<file path="src/rtl/mem_slot_sched.sv">
module mem_slot_sched (
  input  logic       clk,
  input  logic       rst_n,
  input  logic [3:1] net_want,
  input  logic       cpu_go,
  input  logic       cpu_write,
  input  logic       host_mode,
  output logic [1:0] slot,
  output logic [3:0] addr_en,
  output logic [3:0] data_en,
  output logic       mem_we,
  output logic       cpu_dout_en,
  output logic       rd_ret,
  output logic       ret_tag,
  output logic       borrow,
  output logic       host_en,
  output logic       busy
);

  localparam logic [1:0] CPU_SLOT    = 2'd0;
  localparam logic [1:0] COMMIT_SLOT = CPU_SLOT + 2'd1;

  logic [1:0] s_q, s_nx;
  logic [3:0] want_vec;
  logic       want_q, wq1_q, wq2_q;
  logic       pend_q, pwr_q, phost_q;
  logic       wd_q, wm_q, wa_q, wh_q;
  logic       rp1_q, rp2_q, rt1_q, rt2_q;
  logic       own_rd, brw, commit_w, issue, accept;

  assign s_nx     = s_q + 2'd1;
  assign want_vec = {net_want, 1'b0};

  assign own_rd   = (s_q == CPU_SLOT) && pend_q && !pwr_q && !wa_q;
  assign brw      = (s_q != CPU_SLOT) && !want_q && pend_q && !pwr_q && !phost_q;
  assign commit_w = (s_q == COMMIT_SLOT) && pend_q && pwr_q;
  assign issue    = own_rd || brw;
  assign accept   = cpu_go && !pend_q;

  always_ff @(posedge clk) begin
    if (!rst_n) begin
      s_q     <= CPU_SLOT;
      want_q  <= 1'b0;
      wq1_q   <= 1'b0;
      wq2_q   <= 1'b0;
      pend_q  <= 1'b0;
      pwr_q   <= 1'b0;
      phost_q <= 1'b0;
      wd_q    <= 1'b0;
      wm_q    <= 1'b0;
      wa_q    <= 1'b0;
      wh_q    <= 1'b0;
      rp1_q   <= 1'b0;
      rp2_q   <= 1'b0;
      rt1_q   <= 1'b0;
      rt2_q   <= 1'b0;
    end else begin
      s_q    <= s_nx;
      want_q <= want_vec[s_nx];
      wq1_q  <= want_q;
      wq2_q  <= wq1_q;
      if (accept) begin
        pend_q  <= 1'b1;
        pwr_q   <= cpu_write;
        phost_q <= host_mode;
      end else if (issue || commit_w) begin
        pend_q  <= 1'b0;
      end
      wd_q  <= commit_w;
      wm_q  <= wd_q;
      wa_q  <= wm_q;
      if (commit_w) wh_q <= phost_q;
      rp1_q <= issue;
      rt1_q <= brw;
      rp2_q <= rp1_q;
      rt2_q <= rt1_q;
    end
  end

  for (genvar c = 1; c < 4; c++) begin : g_net
    assign addr_en[c] = (s_q == 2'(c)) && want_q;
    assign data_en[c] = (s_q == 2'((c + 2) % 4)) && wq2_q;
  end

  assign addr_en[0]  = issue || wa_q;
  assign data_en[0]  = wd_q || rp2_q;
  assign slot        = s_q;
  assign mem_we      = commit_w;
  assign cpu_dout_en = wd_q;
  assign rd_ret      = rp2_q;
  assign ret_tag     = rt2_q;
  assign borrow      = brw;
  assign host_en     = (issue && phost_q) || (wa_q && wh_q);
  assign busy        = pend_q;


  slot_step_chk: assert property (@(posedge clk) disable iff (!rst_n)
    $past(rst_n) |-> slot == $past(slot) + 2'd1);


  addr_excl_chk: assert property (@(posedge clk) disable iff (!rst_n)
    $onehot0(addr_en));


  data_excl_chk: assert property (@(posedge clk) disable iff (!rst_n)
    $onehot0(data_en));


  we_then_data_chk: assert property (@(posedge clk) disable iff (!rst_n)
    $past(mem_we) |-> cpu_dout_en && slot == CPU_SLOT + 2'd2);


  data_then_addr_chk: assert property (@(posedge clk) disable iff (!rst_n)
    $past(cpu_dout_en, 2) |-> addr_en[0] && slot == CPU_SLOT);


  borrow_return_chk: assert property (@(posedge clk) disable iff (!rst_n)
    $past(borrow, 2) |-> rd_ret && ret_tag && data_en[0]);


  own_return_chk: assert property (@(posedge clk) disable iff (!rst_n)
    rd_ret && !ret_tag |-> slot == CPU_SLOT + 2'd2);


  host_slot_chk: assert property (@(posedge clk) disable iff (!rst_n)
    host_en |-> slot == CPU_SLOT && !borrow && addr_en[0]);

endmodule

</file>
<file path="config.mk">
export PLATFORM = sky130hd
export DESIGN_NAME = mem_slot_sched
export DESIGN_NICKNAME = d
export VERILOG_FILES = /design/src/rtl/mem_slot_sched.sv
export SDC_FILE = /design/constraint.sdc
export NUM_CORES = 1
export LEC_CHECK = 0
export CORE_UTILIZATION = 36
export DETAILED_ROUTE_END_ITERATION = 12
export PLACE_DENSITY_LB_ADDON = 0.1
export SLEW_MARGIN = 20
export SYNTH_ARGS = -nofsm -noshare
export SYNTH_HDL_FRONTEND = slang
export SYNTH_SLANG_ARGS = --single-unit
</file>
<file path="constraint.sdc">
create_clock -name clk -period 3.3 [get_ports clk]
set_input_delay 0.99 -clock clk [delete_from_list [all_inputs] [get_ports clk]]
set_output_delay 0.99 -clock clk [all_outputs]
set_load 0.005 [all_outputs]
</file>
======== Word-level counts from Yosys, hierarchy flattened ========
Index checks and enable logic that the tools add are counted.
storage, ports and cells
  register bits after elaboration ......... 16
  input port bits ......................... 8
operators by class
  add/sub/neg operators ................... 1
  order comparisons ....................... 1
  equal/unequal tests ..................... 3
  multiplexer cells ....................... 4
  reductions and logical operators ........ 31
operators by type and width
  kind                 number
  $logic_and 1x1->1    18
  $logic_not 1->1      5
  $logic_or 1x1->1     5
  $eq 2x2->1 const B   2
  $reduce_bool 2->1    2
  $lt 2x3->1 const B   1
  $mux 1               3
  $add 2x1->2 const B  1
  $bmux 1 s2           1
  $eq 2x1->1 const B   1
  $logic_not 2->1      1

======== Longest topological paths before layout ========
  depth in word-level cells ............... 9
  mapped depth ............................ 5

======== Least setup slack after synthesis ========
Ideal clock, no wire load.
  kind .................................... reg2out
  start point ............................. reg s_q[0] (netlist: slot[0])
  end point ............................... out addr_en[0]
  arrival ................................. 1.131 ns
  setup slack ............................. 1.179 ns
  stages on the path, launching flop included .. 6
  path buffers ............................ 0
  cell sequence ........................... dfxtp_1 inv_1 ha_1 nor3_2 nor2_1 o21bai_1
on the way
  word-level cells in the longest chain between the ends .. 7
  elaborated cells between the ends (all ways) .. 11
  those cells by class .................... reduce/logical (11)
RTL lines
  element                         line  source
  start: declaration              23    logic [1:0] s_q, s_nx;
  start signal: assignment        58    s_q <= s_nx;
  $reduce_bool 2->1               35    assign brw = (s_q != CPU_SLOT) && !want_q && pend_q && !pwr_q && !phost_q;
  $logic_and 1x1->1 (4 in a row)  35
  $logic_or 1x1->1 (*)            37    assign issue = own_rd || brw;
  $logic_or 1x1->1 (*)            85    assign addr_en[0] = issue || wa_q;
  end: declaration                9     output logic [3:0] addr_en,
Every way passes the cells marked *; elsewhere a longest branch is shown, timed or not.

======== Worst setup path in the final report ========
Ends and elaborated chain as after synthesis.

==> impl_metrics.csv <==
group,metric,value,unit
clock_tree,cts_sinks,16,
power,vdd_drop_max,0.000170,V
finish,drive_above_1_share,5.32,%
route,drcViolationCount,0,
logic_synthesis,synth_warnings,0,
clock_tree,tritoncts,"built",
flow_run,maxCapViolations,0,
logic_synthesis,synthesized_nets,79,
placed_design,number_of_buffer_cells_added_on_primary_ports,24,
floorplanning,fp.dieArea,0.00203,mm^2
finish,footprint_of_the_multi_input_gates,334,um^2
timing,timing_hold_violations_final,0,
global_route,largest_net_degree_at_the_start_of_global_routing,16,
global_route,initial_antenna_violation_count,0,
outcome,status,"finished, final reports clean",
clock_tree,cts-hold-fix-buffers,0,
clock_tree,post_cts_resize_count,0,
finish,final_cell_count_no_fill,119,
global_route,via_count_of_the_first_global_routing_pass,425,
clock_tree,worst_skew_pair.late_latency,0.28,ns
clock_tree,postCtsSetupRepairBufs,0,
setup_path,timing.setup.critical_path_class,"reg2out",
route,drtPass1Iterations,2,
timing,timing.setup.tns,0,ns
placed_design,placement.setup.worst_slack,0.592,ns
logic_synthesis,yosysTopAreaCell,"dfxtp_1",
setup_path,timing.critical_path.from_type,"flip-flop",
floorplanning,core_area,0.00173,mm^2
worst_hold_path,hp-class,"reg2reg",
logic_synthesis,synthesis.area_per_instance,9.93,um^2
clock_tree,clock_tree.root_cell,"clkbuf_4",
logic_synthesis,ys_seq_elements,16,
power,leakage,0.000384,uW
power,pwrdens,415,mW/mm^2
floorplanning,fp-row-count,15,
timing,setup-violations-final,0,
placed_design,placed_cells_incl_taps,115,
logic_synthesis,synth_cell_type_count,21,
setup_path,worstSetupEndpointType,"output port",
setup_path,worst_path_required_time,2.31,ns
route,antenna_violating_nets_post_route,0,
floorplanning,floorplan.initialDensity,38.6,%
clock_tree,h-tree-depth,1,
route,avgViaCountPerCell,4.38,
timing,worst-slew-pin-transition,0.405,ns
logic_synthesis,asyncSetResetFlopFracSynth,0,%
global_route,grt_pass1_wl,1840,um
route,wirelength,1150,um
finish,design.final.nets,107,
timing,final.hold.worst_slack,0.439,ns
global_route,gr-total-overflow,0,
clock_tree,tritoncts.num_buffers,3,
clock_tree,cts-root-to-sink-buffers,2,
timing,relSlewSlack,72.9,%
route,drtIter0Drc,2,
finish,nFillCells,172,
setup_path,crit_arrival,2.03,ns
logic_synthesis,yosys_most_used_dff,"dfxtp_1",
logic_synthesis,synthCells,67,
logic_synthesis,top_cell_type_s_share_of_synthesized_area,48.1,%
clock_tree,clk_pin_slew_worst_paths,0.09,ns
logic_synthesis,synth_sequential_area_ratio,48.1,%
timing,post-route-worst-setup-slack,0.275,ns
setup_path,crit_fanout,7,
timing,clock_skew,0.00245,ns
timing,period_minus_slack,3.02,ns
floorplanning,die_h,45,um
logic_synthesis,synth_area_leaders,"dfxtp_1, and2_1, ha_1",
finish,antenna-diode-count,0,
route,routed-via-count,521,
timing,timing.final.crit_share,91.7,%
finish,reg_area,320,um^2
global_route,global_routing_usage_summed_across_all_routing_layers,13.2,%
logic_synthesis,synth-edff-count,0,
floorplanning,num_io_pins,25,
timing,max_slew_violation_total_from_the_final_report,0,
timing,max_freq,331,MHz
floorplanning,floorplan.die.width,45,um
timing,setup_repair_after_global_routing_missed_its_margin,"no",
route,wl_per_cell,9.64,um
placed_design,gp_congestion,0.687,
logic_synthesis,mappedNetlistArea,666,um^2
finish,synthToLayoutAreaGrowth,45.7,%
## final timing paths
kind	slack (ns)	endpoint	startpoint	cells past startpoint
max reg2reg	1.80	busy$_SDFFE_PN0P_	slot[0]$_SDFF_PN0_	5
min reg2reg	0.44	ret_tag$_SDFF_PN0_	rt1_q$_SDFF_PN0_	1
max	0.28	addr_en[0]	slot[0]$_SDFF_PN0_	6
min	0.44	ret_tag$_SDFF_PN0_	rt1_q$_SDFF_PN0_	1
## per-stage QoR
step / cell area (um^2) / utilization [%] / total power, uW
after floorplan: 666 / - / 248
after global routing: 970 / 56.2 / 429
after global placement: 933 / 54.1 / 280
final: 970 / 56.2 / 402
after CTS: 970 / 56.2 / 410
after detailed placement: 933 / 54.1 / 281
## sequential cells by signal, summed over array words and instances, names as in the netlist
name	cells
slot	2
busy	1
cpu_dout_en	1
phost_q	1
pwr_q	1
rd_ret	1
ret_tag	1
rp1_q	1
rt1_q	1
wa_q	1
want_q	1
wh_q	1
wm_q	1
wq1_q	1
wq2_q	1
## critical path: stages, from the launching register on
cell and delay, ns:
dfxtp_1 0.45, inv_1 0.10, ha_1 0.26, nor3_2 0.21
nor2_1 0.08, o21bai_1 0.14, clkdlybuf4s50_1 0.52
## area by class of cell
class	count	area share, %
flip-flops and latches	16	33.0
repair buffers	24	24.8
inverters	2	0.774
well taps	25	3.23
multi-input cells	48	34.5
clock buffers	4	3.74
## where the power goes
group	internal [uW]	switching, uW	total [uW]	leakage, uW
Sequential	203	9.66	212	0.000131
Combinational	39.4	23.5	62.9	0.000233
Clock	67.1	60.2	127	0.0000210
Total	309	93.4	402	0.000384
## per-layer routing
layer / GRT usage [%] / vias up / wire, um
li1: - / 273 / -
met1: 18.7 / 227 / 586
met2: 15.9 / 17 / 485
met3: 3.60 / 4 / 44
met4: 10.9 / 0 / 31
met5: 0 / - / 0
## cells in the mapped netlist (all sizes together), types with 2 or more instances
cell type,number
dfxtp,16
nand2b,2
ha,4
nor2,2
inv,2
nand2,2
nor2b,7
mux2i,4
and2,15
o21ai,2
## cells in the final DEF, fill, tap and decap left out
| cell type | instances |
|---|---|
| inv_1 | 2 |
| ha_1 | 4 |
| o21bai_1 | 1 |
| nor4_1 | 1 |
| clkbuf_4 | 3 |
| or3_1 | 1 |
| nor2b_1 | 7 |
| nand2b_1 | 2 |
| o21ai_0 | 2 |
| and3_1 | 1 |
| a31oi_1 | 1 |
| nor3_2 | 1 |
| or2_1 | 1 |
| and2_1 | 15 |
| mux2i_1 | 4 |
| nand3_1 | 1 |
| nor2_1 | 2 |
| dfxtp_1 | 16 |
| clkbuf_8 | 1 |
| nand3b_1 | 1 |
| o31ai_1 | 1 |
| nand2_1 | 2 |
| clkdlybuf4s50_1 | 24 |
## kinds of logic (layout without fill, tap and decap cells)
group	count (synthesis)	in the layout	synth area share, %
and+or+nand+nor	35	35	32.0
DFF	16	16	48.1
AOI/OAI and AO/OA	5	5	4.70
buffers and inverters	3	30	1.69
muxes	4	4	6.02
adders and majority gates	4	4	7.52
No activity file was read; power rests on OpenSTA's default activity.
